`src/rtl/hsb_pkg.sv`:
```
package hsb_pkg;

   typedef enum logic [2:0] {
      OP_NONE      = 3'd0,
      OP_FETCH_BLK = 3'd1,
      OP_FETCH_CNT = 3'd2,
      OP_LOAD_RES  = 3'd3,
      OP_STORE_RES = 3'd4,
      OP_LOAD_MUL  = 3'd5,
      OP_EXEC      = 3'd6
   } hsb_op_e;

   typedef enum logic [3:0] {
      ST_IDLE,
      ST_ENTER,
      ST_CNT,
      ST_NEXT,
      ST_RD_ISSUE,
      ST_RD_WAIT,
      ST_PUSH,
      ST_L0_STORE,
      ST_L0_LOAD,
      ST_L0_MUL,
      ST_L0_EXEC,
      ST_FINAL,
      ST_DONE
   } hsb_state_e;

   typedef enum logic [1:0] {
      RD_PTR = 2'd0,
      RD_POS = 2'd1,
      RD_CNT = 2'd2
   } hsb_rd_e;

endpackage

```
`src/rtl/hsb_frame_stack.sv`:
```
module hsb_frame_stack #(
   parameter int MAX_LVL = 4,
   parameter int ADDR_W  = 16,
   parameter int LEN_W   = 5,
   parameter int COORD_W = 16,
   parameter int LVL_W   = 2
) (
   input  logic               clk,
   input  logic               rst_n,
   input  logic               push_en,
   input  logic [LVL_W-1:0]   push_lvl,
   input  logic [ADDR_W-1:0]  push_base,
   input  logic [LEN_W-1:0]   push_len,
   input  logic [COORD_W-1:0] push_row,
   input  logic [COORD_W-1:0] push_col,
   input  logic               bump_en,
   input  logic [LVL_W-1:0]   bump_lvl,
   input  logic [LVL_W-1:0]   rd_lvl,
   output logic [ADDR_W-1:0]  rd_base,
   output logic [LEN_W-1:0]   rd_len,
   output logic [LEN_W-1:0]   rd_idx,
   output logic [COORD_W-1:0] rd_row,
   output logic [COORD_W-1:0] rd_col
);

   logic [ADDR_W-1:0]  base_a [MAX_LVL];
   logic [LEN_W-1:0]   len_a  [MAX_LVL];
   logic [LEN_W-1:0]   idx_a  [MAX_LVL];
   logic [COORD_W-1:0] row_a  [MAX_LVL];
   logic [COORD_W-1:0] col_a  [MAX_LVL];

   for (genvar g = 0; g < MAX_LVL; g++) begin : g_frame
      logic [ADDR_W-1:0]  base_q;
      logic [LEN_W-1:0]   len_q;
      logic [LEN_W-1:0]   idx_q;
      logic [COORD_W-1:0] row_q;
      logic [COORD_W-1:0] col_q;

      always_ff @(posedge clk) begin
         if (!rst_n) begin
            base_q <= '0;
            len_q  <= '0;
            idx_q  <= '0;
            row_q  <= '0;
            col_q  <= '0;
         end else if (push_en && (push_lvl == LVL_W'(g))) begin
            base_q <= push_base;
            len_q  <= push_len;
            idx_q  <= '0;
            row_q  <= push_row;
            col_q  <= push_col;
         end else if (bump_en && (bump_lvl == LVL_W'(g))) begin
            idx_q  <= idx_q + 1'b1;
         end
      end

      assign base_a[g] = base_q;
      assign len_a[g]  = len_q;
      assign idx_a[g]  = idx_q;
      assign row_a[g]  = row_q;
      assign col_a[g]  = col_q;

      // a frame's child index never runs past its entry count
      p_idx_bound_r3: assert property (@(posedge clk) disable iff (!rst_n)
         idx_q <= len_q);
   end

   assign rd_base = base_a[rd_lvl];
   assign rd_len  = len_a[rd_lvl];
   assign rd_idx  = idx_a[rd_lvl];
   assign rd_row  = row_a[rd_lvl];
   assign rd_col  = col_a[rd_lvl];

   // a frame is never reopened and advanced in the same cycle
   p_push_bump_apart_r3: assert property (@(posedge clk) disable iff (!rst_n)
      (push_en && bump_en) |-> (push_lvl != bump_lvl));

endmodule

```
`src/rtl/hsb_coord_calc.sv`:
```
module hsb_coord_calc #(
   parameter int COORD_W     = 16,
   parameter int LOG_S       = 2,
   parameter int DATA_W      = 32,
   parameter bit ROW_IN_HIGH = 1'b1
) (
   input  logic [COORD_W-1:0] parent_row,
   input  logic [COORD_W-1:0] parent_col,
   input  logic [DATA_W-1:0]  pos_word,
   output logic [COORD_W-1:0] child_row,
   output logic [COORD_W-1:0] child_col
);

   localparam int HALF = DATA_W / 2;

   logic [LOG_S-1:0] in_row;
   logic [LOG_S-1:0] in_col;

   if (ROW_IN_HIGH) begin : g_row_high
      assign in_row = pos_word[HALF +: LOG_S];
      assign in_col = pos_word[0 +: LOG_S];
   end else begin : g_row_low
      assign in_row = pos_word[0 +: LOG_S];
      assign in_col = pos_word[HALF +: LOG_S];
   end

   assign child_row = {parent_row[COORD_W-LOG_S-1:0], in_row};
   assign child_col = {parent_col[COORD_W-LOG_S-1:0], in_col};

   logic unused_coord_bits;
   assign unused_coord_bits = ^{pos_word, parent_row, parent_col};

endmodule

```
`src/rtl/hsb_seg_tracker.sv`:
```
module hsb_seg_tracker #(
   parameter int COORD_W = 16
) (
   input  logic               clk,
   input  logic               rst_n,
   input  logic               clear,
   input  logic               commit,
   input  logic [COORD_W-1:0] cur_row,
   input  logic [COORD_W-1:0] cur_col,
   output logic               have_prev,
   output logic [COORD_W-1:0] prev_row,
   output logic [COORD_W-1:0] prev_col,
   output logic               col_move,
   output logic               row_move
);

   always_ff @(posedge clk) begin
      if (!rst_n || clear) begin
         have_prev <= 1'b0;
         prev_row  <= '0;
         prev_col  <= '0;
      end else if (commit) begin
         have_prev <= 1'b1;
         prev_row  <= cur_row;
         prev_col  <= cur_col;
      end
   end

   assign col_move = !have_prev || (cur_col != prev_col);
   assign row_move = !have_prev || (cur_row != prev_row);

   // once a block is committed the tracker remembers it
   p_commit_kept_r5: assert property (@(posedge clk) disable iff (!rst_n)
      (commit && !clear) |=> have_prev);

endmodule

```
`src/rtl/hsb_walker.sv`:
```
module hsb_walker
   import hsb_pkg::*;
#(
   parameter int ADDR_W      = 16,
   parameter int DATA_W      = 32,
   parameter int LOG_S       = 2,
   parameter int MAX_LVL     = 4,
   parameter int COORD_W     = 16,
   parameter int LEN_W       = 2 * LOG_S + 1,
   parameter bit ROW_IN_HIGH = 1'b1,
   parameter int LVL_W       = (MAX_LVL > 1) ? $clog2(MAX_LVL) : 1
) (
   input  logic               clk,
   input  logic               rst_n,
   input  logic               start,
   input  logic [ADDR_W-1:0]  start_ptr,
   input  logic [LEN_W-1:0]   start_len,
   input  logic [LVL_W-1:0]   start_lvl,
   output logic               mem_req,
   output logic [ADDR_W-1:0]  mem_addr,
   input  logic               mem_rvalid,
   input  logic [DATA_W-1:0]  mem_rdata,
   output logic               cmd_valid,
   output logic [2:0]         cmd_op,
   output logic [ADDR_W-1:0]  cmd_addr,
   output logic [LEN_W-1:0]   cmd_len,
   output logic [COORD_W-1:0] cmd_row,
   output logic [COORD_W-1:0] cmd_col,
   output logic               done
);

   localparam int SIDE = 1 << LOG_S;

   if (LOG_S < 1 || 2 * LOG_S > DATA_W / 2) begin : g_bad_side
      $error("hsb_walker: LOG_S out of range for DATA_W");
   end
   if (MAX_LVL < 1) begin : g_bad_depth
      $error("hsb_walker: MAX_LVL must be at least 1");
   end
   if (ADDR_W > DATA_W || LEN_W >= ADDR_W || LEN_W <= LOG_S) begin : g_bad_width
      $error("hsb_walker: ADDR_W, LEN_W and DATA_W do not fit together");
   end
   if (COORD_W <= LOG_S * MAX_LVL - 1) begin : g_bad_coord
      $error("hsb_walker: COORD_W too narrow for MAX_LVL levels");
   end

   hsb_state_e        state_q;
   hsb_rd_e           rd_sel_q;
   logic [LVL_W-1:0]  lvl_q;
   logic [LVL_W-1:0]  top_lvl_q;
   logic [ADDR_W-1:0] ch_ptr_q;
   logic [DATA_W-1:0] ch_pos_q;
   logic [LEN_W-1:0]  ch_len_q;

   logic [ADDR_W-1:0]  fr_base;
   logic [LEN_W-1:0]   fr_len;
   logic [LEN_W-1:0]   fr_idx;
   logic [COORD_W-1:0] fr_row;
   logic [COORD_W-1:0] fr_col;

   logic               push_en;
   logic [LVL_W-1:0]   push_lvl;
   logic [ADDR_W-1:0]  push_base;
   logic [LEN_W-1:0]   push_len;
   logic [COORD_W-1:0] push_row;
   logic [COORD_W-1:0] push_col;
   logic               bump_en;
   logic [COORD_W-1:0] kid_row;
   logic [COORD_W-1:0] kid_col;

   logic               trk_clear;
   logic               trk_commit;
   logic               have_prev;
   logic [COORD_W-1:0] prev_row;
   logic [COORD_W-1:0] prev_col;
   logic               col_move;
   logic               row_move;

   logic               at_top;
   logic               at_leaf;
   logic [ADDR_W-1:0]  len_ext;
   logic [ADDR_W-1:0]  idx_ext;
   logic [ADDR_W-1:0]  cnt_base;
   hsb_op_e            op_d;

   assign at_top   = (lvl_q == top_lvl_q);
   assign at_leaf  = (lvl_q == '0);
   assign len_ext  = ADDR_W'(fr_len);
   assign idx_ext  = ADDR_W'(fr_idx);
   assign cnt_base = fr_base + (len_ext << 1);

   hsb_frame_stack #(
      .MAX_LVL (MAX_LVL),
      .ADDR_W  (ADDR_W),
      .LEN_W   (LEN_W),
      .COORD_W (COORD_W),
      .LVL_W   (LVL_W)
   ) u_stack (
      .clk       (clk),
      .rst_n     (rst_n),
      .push_en   (push_en),
      .push_lvl  (push_lvl),
      .push_base (push_base),
      .push_len  (push_len),
      .push_row  (push_row),
      .push_col  (push_col),
      .bump_en   (bump_en),
      .bump_lvl  (lvl_q),
      .rd_lvl    (lvl_q),
      .rd_base   (fr_base),
      .rd_len    (fr_len),
      .rd_idx    (fr_idx),
      .rd_row    (fr_row),
      .rd_col    (fr_col)
   );

   hsb_coord_calc #(
      .COORD_W     (COORD_W),
      .LOG_S       (LOG_S),
      .DATA_W      (DATA_W),
      .ROW_IN_HIGH (ROW_IN_HIGH)
   ) u_coord (
      .parent_row (fr_row),
      .parent_col (fr_col),
      .pos_word   (ch_pos_q),
      .child_row  (kid_row),
      .child_col  (kid_col)
   );

   hsb_seg_tracker #(
      .COORD_W (COORD_W)
   ) u_track (
      .clk       (clk),
      .rst_n     (rst_n),
      .clear     (trk_clear),
      .commit    (trk_commit),
      .cur_row   (fr_row),
      .cur_col   (fr_col),
      .have_prev (have_prev),
      .prev_row  (prev_row),
      .prev_col  (prev_col),
      .col_move  (col_move),
      .row_move  (row_move)
   );

   // frame writes: the top frame on start, a child frame on descent
   always_comb begin
      push_en   = 1'b0;
      push_lvl  = lvl_q - 1'b1;
      push_base = ch_ptr_q;
      push_len  = ch_len_q;
      push_row  = kid_row;
      push_col  = kid_col;
      bump_en   = (state_q == ST_PUSH);
      trk_clear = 1'b0;
      if (state_q == ST_IDLE) begin
         push_en   = start;
         push_lvl  = start_lvl;
         push_base = start_ptr;
         push_len  = start_len;
         push_row  = '0;
         push_col  = '0;
         trk_clear = start;
      end else if (state_q == ST_PUSH) begin
         push_en   = 1'b1;
      end
   end

   assign trk_commit = (state_q == ST_L0_EXEC);

   // memory read port
   always_comb begin
      mem_req  = (state_q == ST_RD_ISSUE);
      mem_addr = '0;
      if (state_q == ST_RD_ISSUE) begin
         case (rd_sel_q)
            RD_PTR:  mem_addr = fr_base + idx_ext;
            RD_POS:  mem_addr = fr_base + len_ext + idx_ext;
            default: mem_addr = cnt_base + idx_ext;
         endcase
      end
   end

   // command port
   always_comb begin
      op_d     = OP_NONE;
      cmd_addr = '0;
      cmd_len  = '0;
      cmd_row  = fr_row;
      cmd_col  = fr_col;
      case (state_q)
         ST_ENTER: begin
            op_d     = OP_FETCH_BLK;
            cmd_addr = fr_base;
            cmd_len  = fr_len;
         end
         ST_CNT: begin
            op_d     = OP_FETCH_CNT;
            cmd_addr = cnt_base;
            cmd_len  = fr_len;
         end
         ST_L0_STORE, ST_FINAL: begin
            if (have_prev && (col_move || state_q == ST_FINAL)) begin
               op_d = OP_STORE_RES;
            end
            cmd_addr = ADDR_W'(prev_col) << LOG_S;
            cmd_len  = LEN_W'(SIDE);
            cmd_row  = prev_row;
            cmd_col  = prev_col;
         end
         ST_L0_LOAD: begin
            if (col_move) op_d = OP_LOAD_RES;
            cmd_addr = ADDR_W'(fr_col) << LOG_S;
            cmd_len  = LEN_W'(SIDE);
         end
         ST_L0_MUL: begin
            if (row_move) op_d = OP_LOAD_MUL;
            cmd_addr = ADDR_W'(fr_row) << LOG_S;
            cmd_len  = LEN_W'(SIDE);
         end
         ST_L0_EXEC: begin
            op_d     = OP_EXEC;
            cmd_addr = fr_base;
            cmd_len  = fr_len;
         end
         default: ;
      endcase
   end

   assign cmd_valid = (op_d != OP_NONE);
   assign cmd_op    = op_d;
   assign done      = (state_q == ST_DONE);

   // walk control
   always_ff @(posedge clk) begin
      if (!rst_n) begin
         state_q   <= ST_IDLE;
         rd_sel_q  <= RD_PTR;
         lvl_q     <= '0;
         top_lvl_q <= '0;
         ch_ptr_q  <= '0;
         ch_pos_q  <= '0;
         ch_len_q  <= '0;
      end else begin
         case (state_q)
            ST_IDLE: begin
               if (start) begin
                  lvl_q     <= start_lvl;
                  top_lvl_q <= start_lvl;
                  state_q   <= (start_len == '0) ? ST_DONE : ST_ENTER;
               end
            end
            ST_ENTER:  state_q <= at_leaf ? ST_L0_STORE : ST_CNT;
            ST_CNT:    state_q <= ST_NEXT;
            ST_NEXT: begin
               if (fr_idx == fr_len) begin
                  if (at_top) begin
                     state_q <= ST_FINAL;
                  end else begin
                     lvl_q   <= lvl_q + 1'b1;
                  end
               end else begin
                  rd_sel_q <= RD_PTR;
                  state_q  <= ST_RD_ISSUE;
               end
            end
            ST_RD_ISSUE: state_q <= ST_RD_WAIT;
            ST_RD_WAIT: begin
               if (mem_rvalid) begin
                  case (rd_sel_q)
                     RD_PTR: begin
                        ch_ptr_q <= mem_rdata[ADDR_W-1:0];
                        rd_sel_q <= RD_POS;
                        state_q  <= ST_RD_ISSUE;
                     end
                     RD_POS: begin
                        ch_pos_q <= mem_rdata;
                        rd_sel_q <= RD_CNT;
                        state_q  <= ST_RD_ISSUE;
                     end
                     default: begin
                        ch_len_q <= mem_rdata[LEN_W-1:0];
                        state_q  <= ST_PUSH;
                     end
                  endcase
               end
            end
            ST_PUSH: begin
               lvl_q   <= lvl_q - 1'b1;
               state_q <= ST_ENTER;
            end
            ST_L0_STORE: state_q <= ST_L0_LOAD;
            ST_L0_LOAD:  state_q <= ST_L0_MUL;
            ST_L0_MUL:   state_q <= ST_L0_EXEC;
            ST_L0_EXEC: begin
               if (at_top) begin
                  state_q <= ST_FINAL;
               end else begin
                  lvl_q   <= lvl_q + 1'b1;
                  state_q <= ST_NEXT;
               end
            end
            ST_FINAL: state_q <= ST_DONE;
            default:  state_q <= ST_IDLE;
         endcase
      end
   end

   logic unused_rdata_bits;
   assign unused_rdata_bits = ^mem_rdata;

   // an idle sequencer drives nothing
   p_idle_quiet_r1: assert property (@(posedge clk) disable iff (!rst_n)
      (state_q == ST_IDLE) |-> (!cmd_valid && !mem_req && !done));

   // requests are single-cycle, never back to back
   p_single_req_r9: assert property (@(posedge clk) disable iff (!rst_n)
      mem_req |=> !mem_req);

   // a result load after the first block follows a result store
   p_store_before_load_r5: assert property (@(posedge clk) disable iff (!rst_n)
      (cmd_valid && cmd_op == OP_LOAD_RES && have_prev)
         |-> $past(cmd_valid && cmd_op == OP_STORE_RES));

   // a multiplicand load only when the row has moved
   p_mul_on_move_r6: assert property (@(posedge clk) disable iff (!rst_n)
      (cmd_valid && cmd_op == OP_LOAD_MUL) |-> (!have_prev || cmd_row != prev_row));

   // execute is only issued on level 0
   p_exec_leaf_r7: assert property (@(posedge clk) disable iff (!rst_n)
      (cmd_valid && cmd_op == OP_EXEC) |-> at_leaf);

   // done lasts one cycle
   p_done_pulse_r8: assert property (@(posedge clk) disable iff (!rst_n)
      done |=> !done);

endmodule

```
`config.mk`:
```
export PLATFORM = sky130hd
export DESIGN_NAME = hsb_walker
export DESIGN_NICKNAME = d
export VERILOG_FILES = /design/src/rtl/hsb_pkg.sv /design/src/rtl/hsb_frame_stack.sv /design/src/rtl/hsb_coord_calc.sv /design/src/rtl/hsb_seg_tracker.sv /design/src/rtl/hsb_walker.sv
export SDC_FILE = /design/constraint.sdc
export NUM_CORES = 1
export LEC_CHECK = 0
export BUFFER_PORTS_ARGS = -buffer_cell sky130_fd_sc_hd__buf_2
export CAP_MARGIN = 30
export CORE_UTILIZATION = 55
export CTS_CLUSTER_SIZE = 8
export DETAILED_ROUTE_END_ITERATION = 10
export GPL_ROUTABILITY_DRIVEN = 0
export PLACE_DENSITY = 0.74
export SLEW_MARGIN = 20
export SYNTH_ARGS = -nofsm -noshare
export SYNTH_HDL_FRONTEND = slang
export SYNTH_HIERARCHICAL = 1
export SYNTH_SLANG_ARGS = --single-unit
export TNS_END_PERCENT = 30
```
`constraint.sdc`:
```
create_clock -name clk -period 5.02 [get_ports clk]
set_input_delay 0.251 -clock clk [delete_from_list [all_inputs] [get_ports clk]]
set_output_delay 0.251 -clock clk [all_outputs]
set_load 0.01 [all_outputs]
```
-- Yosys cells after proc, flatten, opt, wreduce, memory -nomap -nowiden
Cells that the tools add are included.
- $add $sub $neg: 11
- $mul: 0
- div/mod/pow operators: 0
- magnitude comparators: 1
- eq/ne operators: 29
- shift-type cells: 0
- mux-type cells: 50
- bitwise logic cells: 3
- reductions and logical operators: 39
- operators by type and width (operator ; number):
    $mux 16 ; 12
    $bmux 16 s2 ; 3
    $pmux 16 s5 ; 1
    $add 16x5->16 ; 4
    $pmux 4 s12 ; 1
    $ne 16x16->1 ; 2
    $pmux 16 s2 ; 1
    $mux 5 ; 5
    $mux 4 ; 6
    $add 5x1->5 const B ; 4
    $bmux 5 s2 ; 2
    $eq 4x4->1 const B ; 5
    $pmux 3 s6 ; 1
    $add 16x6->16 ; 1
    $eq 4x3->1 const B ; 4
    $mux 2 ; 8
    $reduce_and 3->1 ; 5
    $reduce_or 2->1 ; 7
    $pmux 5 s2 ; 1
    $logic_and 1x1->1 ; 9
    $mux 3 ; 3
    $eq 2x2->1 const B ; 4
    $eq 4x2->1 const B ; 2
    $ne 2x2->1 const B ; 4
    25 further kinds ; 38
- register bits: 314
- latch bits: 0
- memory bits (writable): 0
- bits in read-only memories: 0
- input port bits: 59
- output and inout port bits: 75
- word-level logic and storage cells: 163
- memories: 0

-- Longest topological paths before layout
- depth after elaboration: 11
- mapped depth: 17
- depth with buffers taken out: 15

-- By module
The synthesis kept the hierarchy.
- modules (own cells, without submodules) (module ; instances ; cells an instance ; area an instance (um^2) ; sequential area each (um^2)):
    hsb_frame_stack ; 1 ; 1094 ; 10039.6 ; 4644.5
    hsb_walker ; 1 ; 891 ; 5908.2 ; 1261.2
    hsb_seg_tracker ; 1 ; 152 ; 1512.7 ; 660.6
    hsb_coord_calc ; 1 ; 32 ; 240.2 ; 0.0

-- Least setup slack after synthesis
No wires, ideal clock.
- path type: reg-to-output
- from: register lvl_q[0]
- to: output mem_addr[15]
- data arrival time: 4.026 ns
- required time: 4.769 ns
- path slack: 0.743 ns
- stages on the path, launching flop included: 18
- path buffers: 2
- path through: dfxtp_1 -> buf_2 -> buf_2 -> mux4_2 -> ha_1 -> inv_1 -> fa_1 -> xor2_1 -> o21ai_0 -> ha_1 -> o21ai_0 -> o21ai_0 -> a21o_2 -> o21ai_2 -> a211oi_2 -> nand4b_1 -> xor2_1 -> a221oi_2
- cells in the longest elaborated chain, start to end: 8
- elaborated cells between the ends (all ways): 17
- those cells by class: 5 x add/sub; 11 x mux; 1 x bitwise
- RTL lines (item ; line ; source):
    from (decl) ; hsb_walker.sv:49 ; logic [LVL_W-1:0] lvl_q;
    from (signal assigned) ; hsb_walker.sv:248 ; lvl_q <= start_lvl;
    from (signal assigned) ; hsb_walker.sv:260 ; lvl_q <= lvl_q + 1'b1;
    from (signal assigned) ; hsb_walker.sv:289 ; lvl_q <= lvl_q - 1'b1;
    $not 2->3 (not written as such) * ; hsb_frame_stack.sv:69 ; assign rd_len = len_a[rd_lvl];
    $bmux 5 s2 * ; hsb_frame_stack.sv:69 ;
    $mux 5 (not written as such) * (2 in series) ; hsb_frame_stack.sv:69 ;
    named net fr_len[0] ; hsb_walker.sv:56 ; logic [LEN_W-1:0] fr_len;
    $add 16x6->16 or $add 16x5->16 (tied branches) ; hsb_walker.sv:90, hsb_walker.sv:178 ;
    $add 16x5->16 (on tied branches) ; hsb_walker.sv:179, hsb_walker.sv:178 ;
    $pmux 16 s2 * ; hsb_walker.sv:176 ; case (rd_sel_q)
    $mux 16 * ; hsb_walker.sv:175 ; if (state_q == ST_RD_ISSUE) begin
    to (decl) ; hsb_walker.sv:20 ; output logic [ADDR_W-1:0] mem_addr,
Mark *: on every way through the listed nets, which the timed path passes. The rest lies on a longest branch. The select of a mux whose other input is x is not followed.

-- Worst setup path after layout
- from: register lvl_q[1]
- to: output mem_addr[15]
- cells in the longest elaborated chain, start to end: 8
- elaborated cells between the ends (all ways): 17
- those cells by class: 5 x add/sub; 11 x mux; 1 x bitwise
- RTL lines (item ; line ; source):
    $not 2->3 (not written as such) * ; hsb_frame_stack.sv:68 ; assign rd_base = base_a[rd_lvl];
    $bmux 16 s2 * ; hsb_frame_stack.sv:68 ;
    $mux 16 (not written as such) * (2 in series) ; hsb_frame_stack.sv:68 ;
    named net fr_base[3] ; hsb_walker.sv:55 ; logic [ADDR_W-1:0] fr_base;
    $add 16x6->16 or $add 16x5->16 (tied branches) ; hsb_walker.sv:90, hsb_walker.sv:178 ;
    $add 16x5->16 (on tied branches) ; hsb_walker.sv:179, hsb_walker.sv:178 ;
    $pmux 16 s2 * ; hsb_walker.sv:176 ;
    $mux 16 * ; hsb_walker.sv:175 ;
Marked as above.

==> impl_metrics.ini <==
[finish]
syn_to_final_growth_pct = 11.3
layoutNonFillerInstCount = 2487
final_nets = 2180
antennaDiodeCount = 0
final_layout_size_suffix_gt1_frac = 0.144
design_area_um2 = 18700

[worst_setup_path]
critPathLaunchType = register
critical_path.max_fanout = 8
arrival_ns = 4.52
path_class = register to output pin
cp_common_cell = o21ai_0
endpoint_kind = output pin
cpPeakStageDelay_ns = 0.62
crit_start = lvl_q[1]$_SDFFE_PN0P_
crit_path_cell_trace = buf_12 > mux4_2 > ha_1 > xor2_1 > o21ai_0 > ha_1 > o21ai_0 > o21ai_0 > a21o_2 > o21ai_2 > a211oi_2 > nand4b_1 > xor2_1 > a221oi_2 > buf_2
crit_path_top_delay_cell = mux4_2
reg2reg_from = state_q[0]$_SDFFE_PN0P_
crit_required_ns = 4.77

[clocking]
cts.sinks = 300
tritoncts = built
clk_latency_ns = 0.53
cts-root-buf = clkbuf_16
cts_buffers = 43
cts_buffer_depth = 3
path_clk_slew_ns = 0.05
htreeDepth = 2

[logic_synthesis]
synthesis.nets = 2141
avgSynthCellArea_um2 = 8.17
synth_cells = 2054
yosysWarningCount = 6
syn_area_um2 = 16800

[timing]
period_minus_slack_ns = 4.77
fin_setup_tns_ns = 0
fmax_mhz = 210
fin_crit_sh = 0.949
relSlewSlack = 0.354
finClkSkew_ns = 0.0231
setup_viol = 0
slew_viol_final = 0
max_slew.worst_pin.slew_ns = 0.968
finalHoldViolCount = 0

[global_routing]
overflow = 0
grt_antenna_before_repair = 0
grt_use_total = 0.301
grt_max_degree = 98
first_global_vias = 13843
grt_pass1_wl_um = 74300

[hold_path]
hp-class = primary input to register
min-delay-start = mem_rdata[0]

[floorplanning]
core-area_um2 = 29800
pin_count = 134
dieArea_um2 = 31200
die_w_um = 177
start_util = 0.563
num_rows = 63
die_h_um = 177

[power]
cellLeakagePower_nw = 6.78
power_density_nw_per_um2 = 435
ir_drop_uv = 474

[routing]
drtIter0Drc = 1740
num_vias = 14795
ant_nets = 0
via_per_inst = 5.95
wl_per_cell_um = 19.0
drt_pass1_iterations = 8
drc = 0
drt_wl_total_um = 47200

[placed_design]
io_buffers = 119
dpl_cell_area_um2 = 17300
hpwl_um = 30700
dpl.cell_count = 2412

[job]
maxCapViolCount = 0

[outcome]
status = finished, final reports clean
==> routing by layer <==
layer	part of all wire	up-vias	track usage	routed length (um)
met4	0.024	0	0.0912	1110
met1	0.43	7080	0.409	20200
met5	0	-	0	0
li1	-	6992	-	-
met2	0.47	633	0.492	22000
met3	0.083	90	0.0455	3920
==> state kept, by name, indices dropped and copies added (netlist names), 4 cells and up <==
| signal | cells |
|---|---|
| u_stack/g_frame.idx_q | 20 |
| ch_pos_q | 4 |
| u_stack/g_frame.row_q | 64 |
| ch_len_q | 5 |
| u_stack/g_frame.col_q | 64 |
| u_track/prev_row | 16 |
| u_stack/g_frame.base_q | 64 |
| state_q | 4 |
| u_stack/g_frame.len_q | 20 |
| ch_ptr_q | 16 |
| u_track/prev_col | 16 |
==> report_power, final <==
| group | switching, mW | internal [mW] | leakage [nW] |
|---|---|---|---|
| combinational | 2.12 | 0.861 | 3.81 |
| clock | 0.987 | 1.54 | 0.560 |
| sequential | 0.0932 | 2.53 | 2.42 |
==> final cells by class <==
type,instances,area (um^2)
Clock inverter,3,30.0
Fill cell,2527,11100
Sequential cell,300,6010
Tap cell,390,488
Inverter,19,71.3
Timing Repair Buffer,177,1190
Multi-Input combinational cell,1552,9770
Clock buffer,46,1110
==> repair_timing <==
action                                  in CTS  in global routing
pin swaps                                    0                  1
endpoints found under the setup margin       2                  4
resized for setup                            0                  1
buffers inserted                             1                  6
hold buffers                                16                  0
endpoints found under the hold margin       18                  0
==> worst max-delay path: cells and delay by family, from the launching register on <==
kind	cells	cell delay (ns)
mux	1	0.62
fa+ha+maj	2	0.77
compound gates	7	1.25
flops	1	0.40
simple gates	1	0.21
buf+inv	2	0.32
xor+xnor	2	0.42
==> through the flow <==
stage	total power, mW	hold WS [ns]	setup WS, ns	utilization
final	8.13	0.0229	0.254	0.627
after global routing	8.51	0.0314	-0.00560	0.627
after CTS	8.05	0.00847	0.0297	0.623
after detailed placement	5.50	0.445	0.445	0.579
after global placement	5.44	0.440	0.526	0.578
after floorplan	4.64	0.369	0.743	-
==> path summary, 6_finish.rpt <==
path	endpoint	slack (ns)	cells past startpoint
worst max-delay path	mem_addr[15]	0.25	15
worst min-delay path	ch_pos_q[0]$_SDFFE_PN0P_	0.02	3
worst max register to register	u_stack/g_frame[1].col_q[12]$_SDFFE_PN0P_	1.53	9
worst min register to register	ch_pos_q[16]$_SDFFE_PN0P_	0.45	2
==> placed cells by master (no fill, tap or decap), types with 9 or more instances in the layout <==
cell type / count
xnor2_1: 48
a21boi_0: 213
mux2i_1: 58
buf_4: 33
mux4_2: 58
xor2_1: 26
nand4_1: 13
nand2b_1: 9
dlygate4sd3_1: 16
nand2_1: 655
nor3_1: 14
a21oi_1: 57
dfxtp_1: 298
o21ai_0: 42
inv_1: 18
ha_1: 20
nor2_1: 113
or3_1: 12
buf_2: 118
clkbuf_16: 44
nand3_1: 29
nor2b_1: 42
Note: power is estimated with default switching activity, not from simulation.
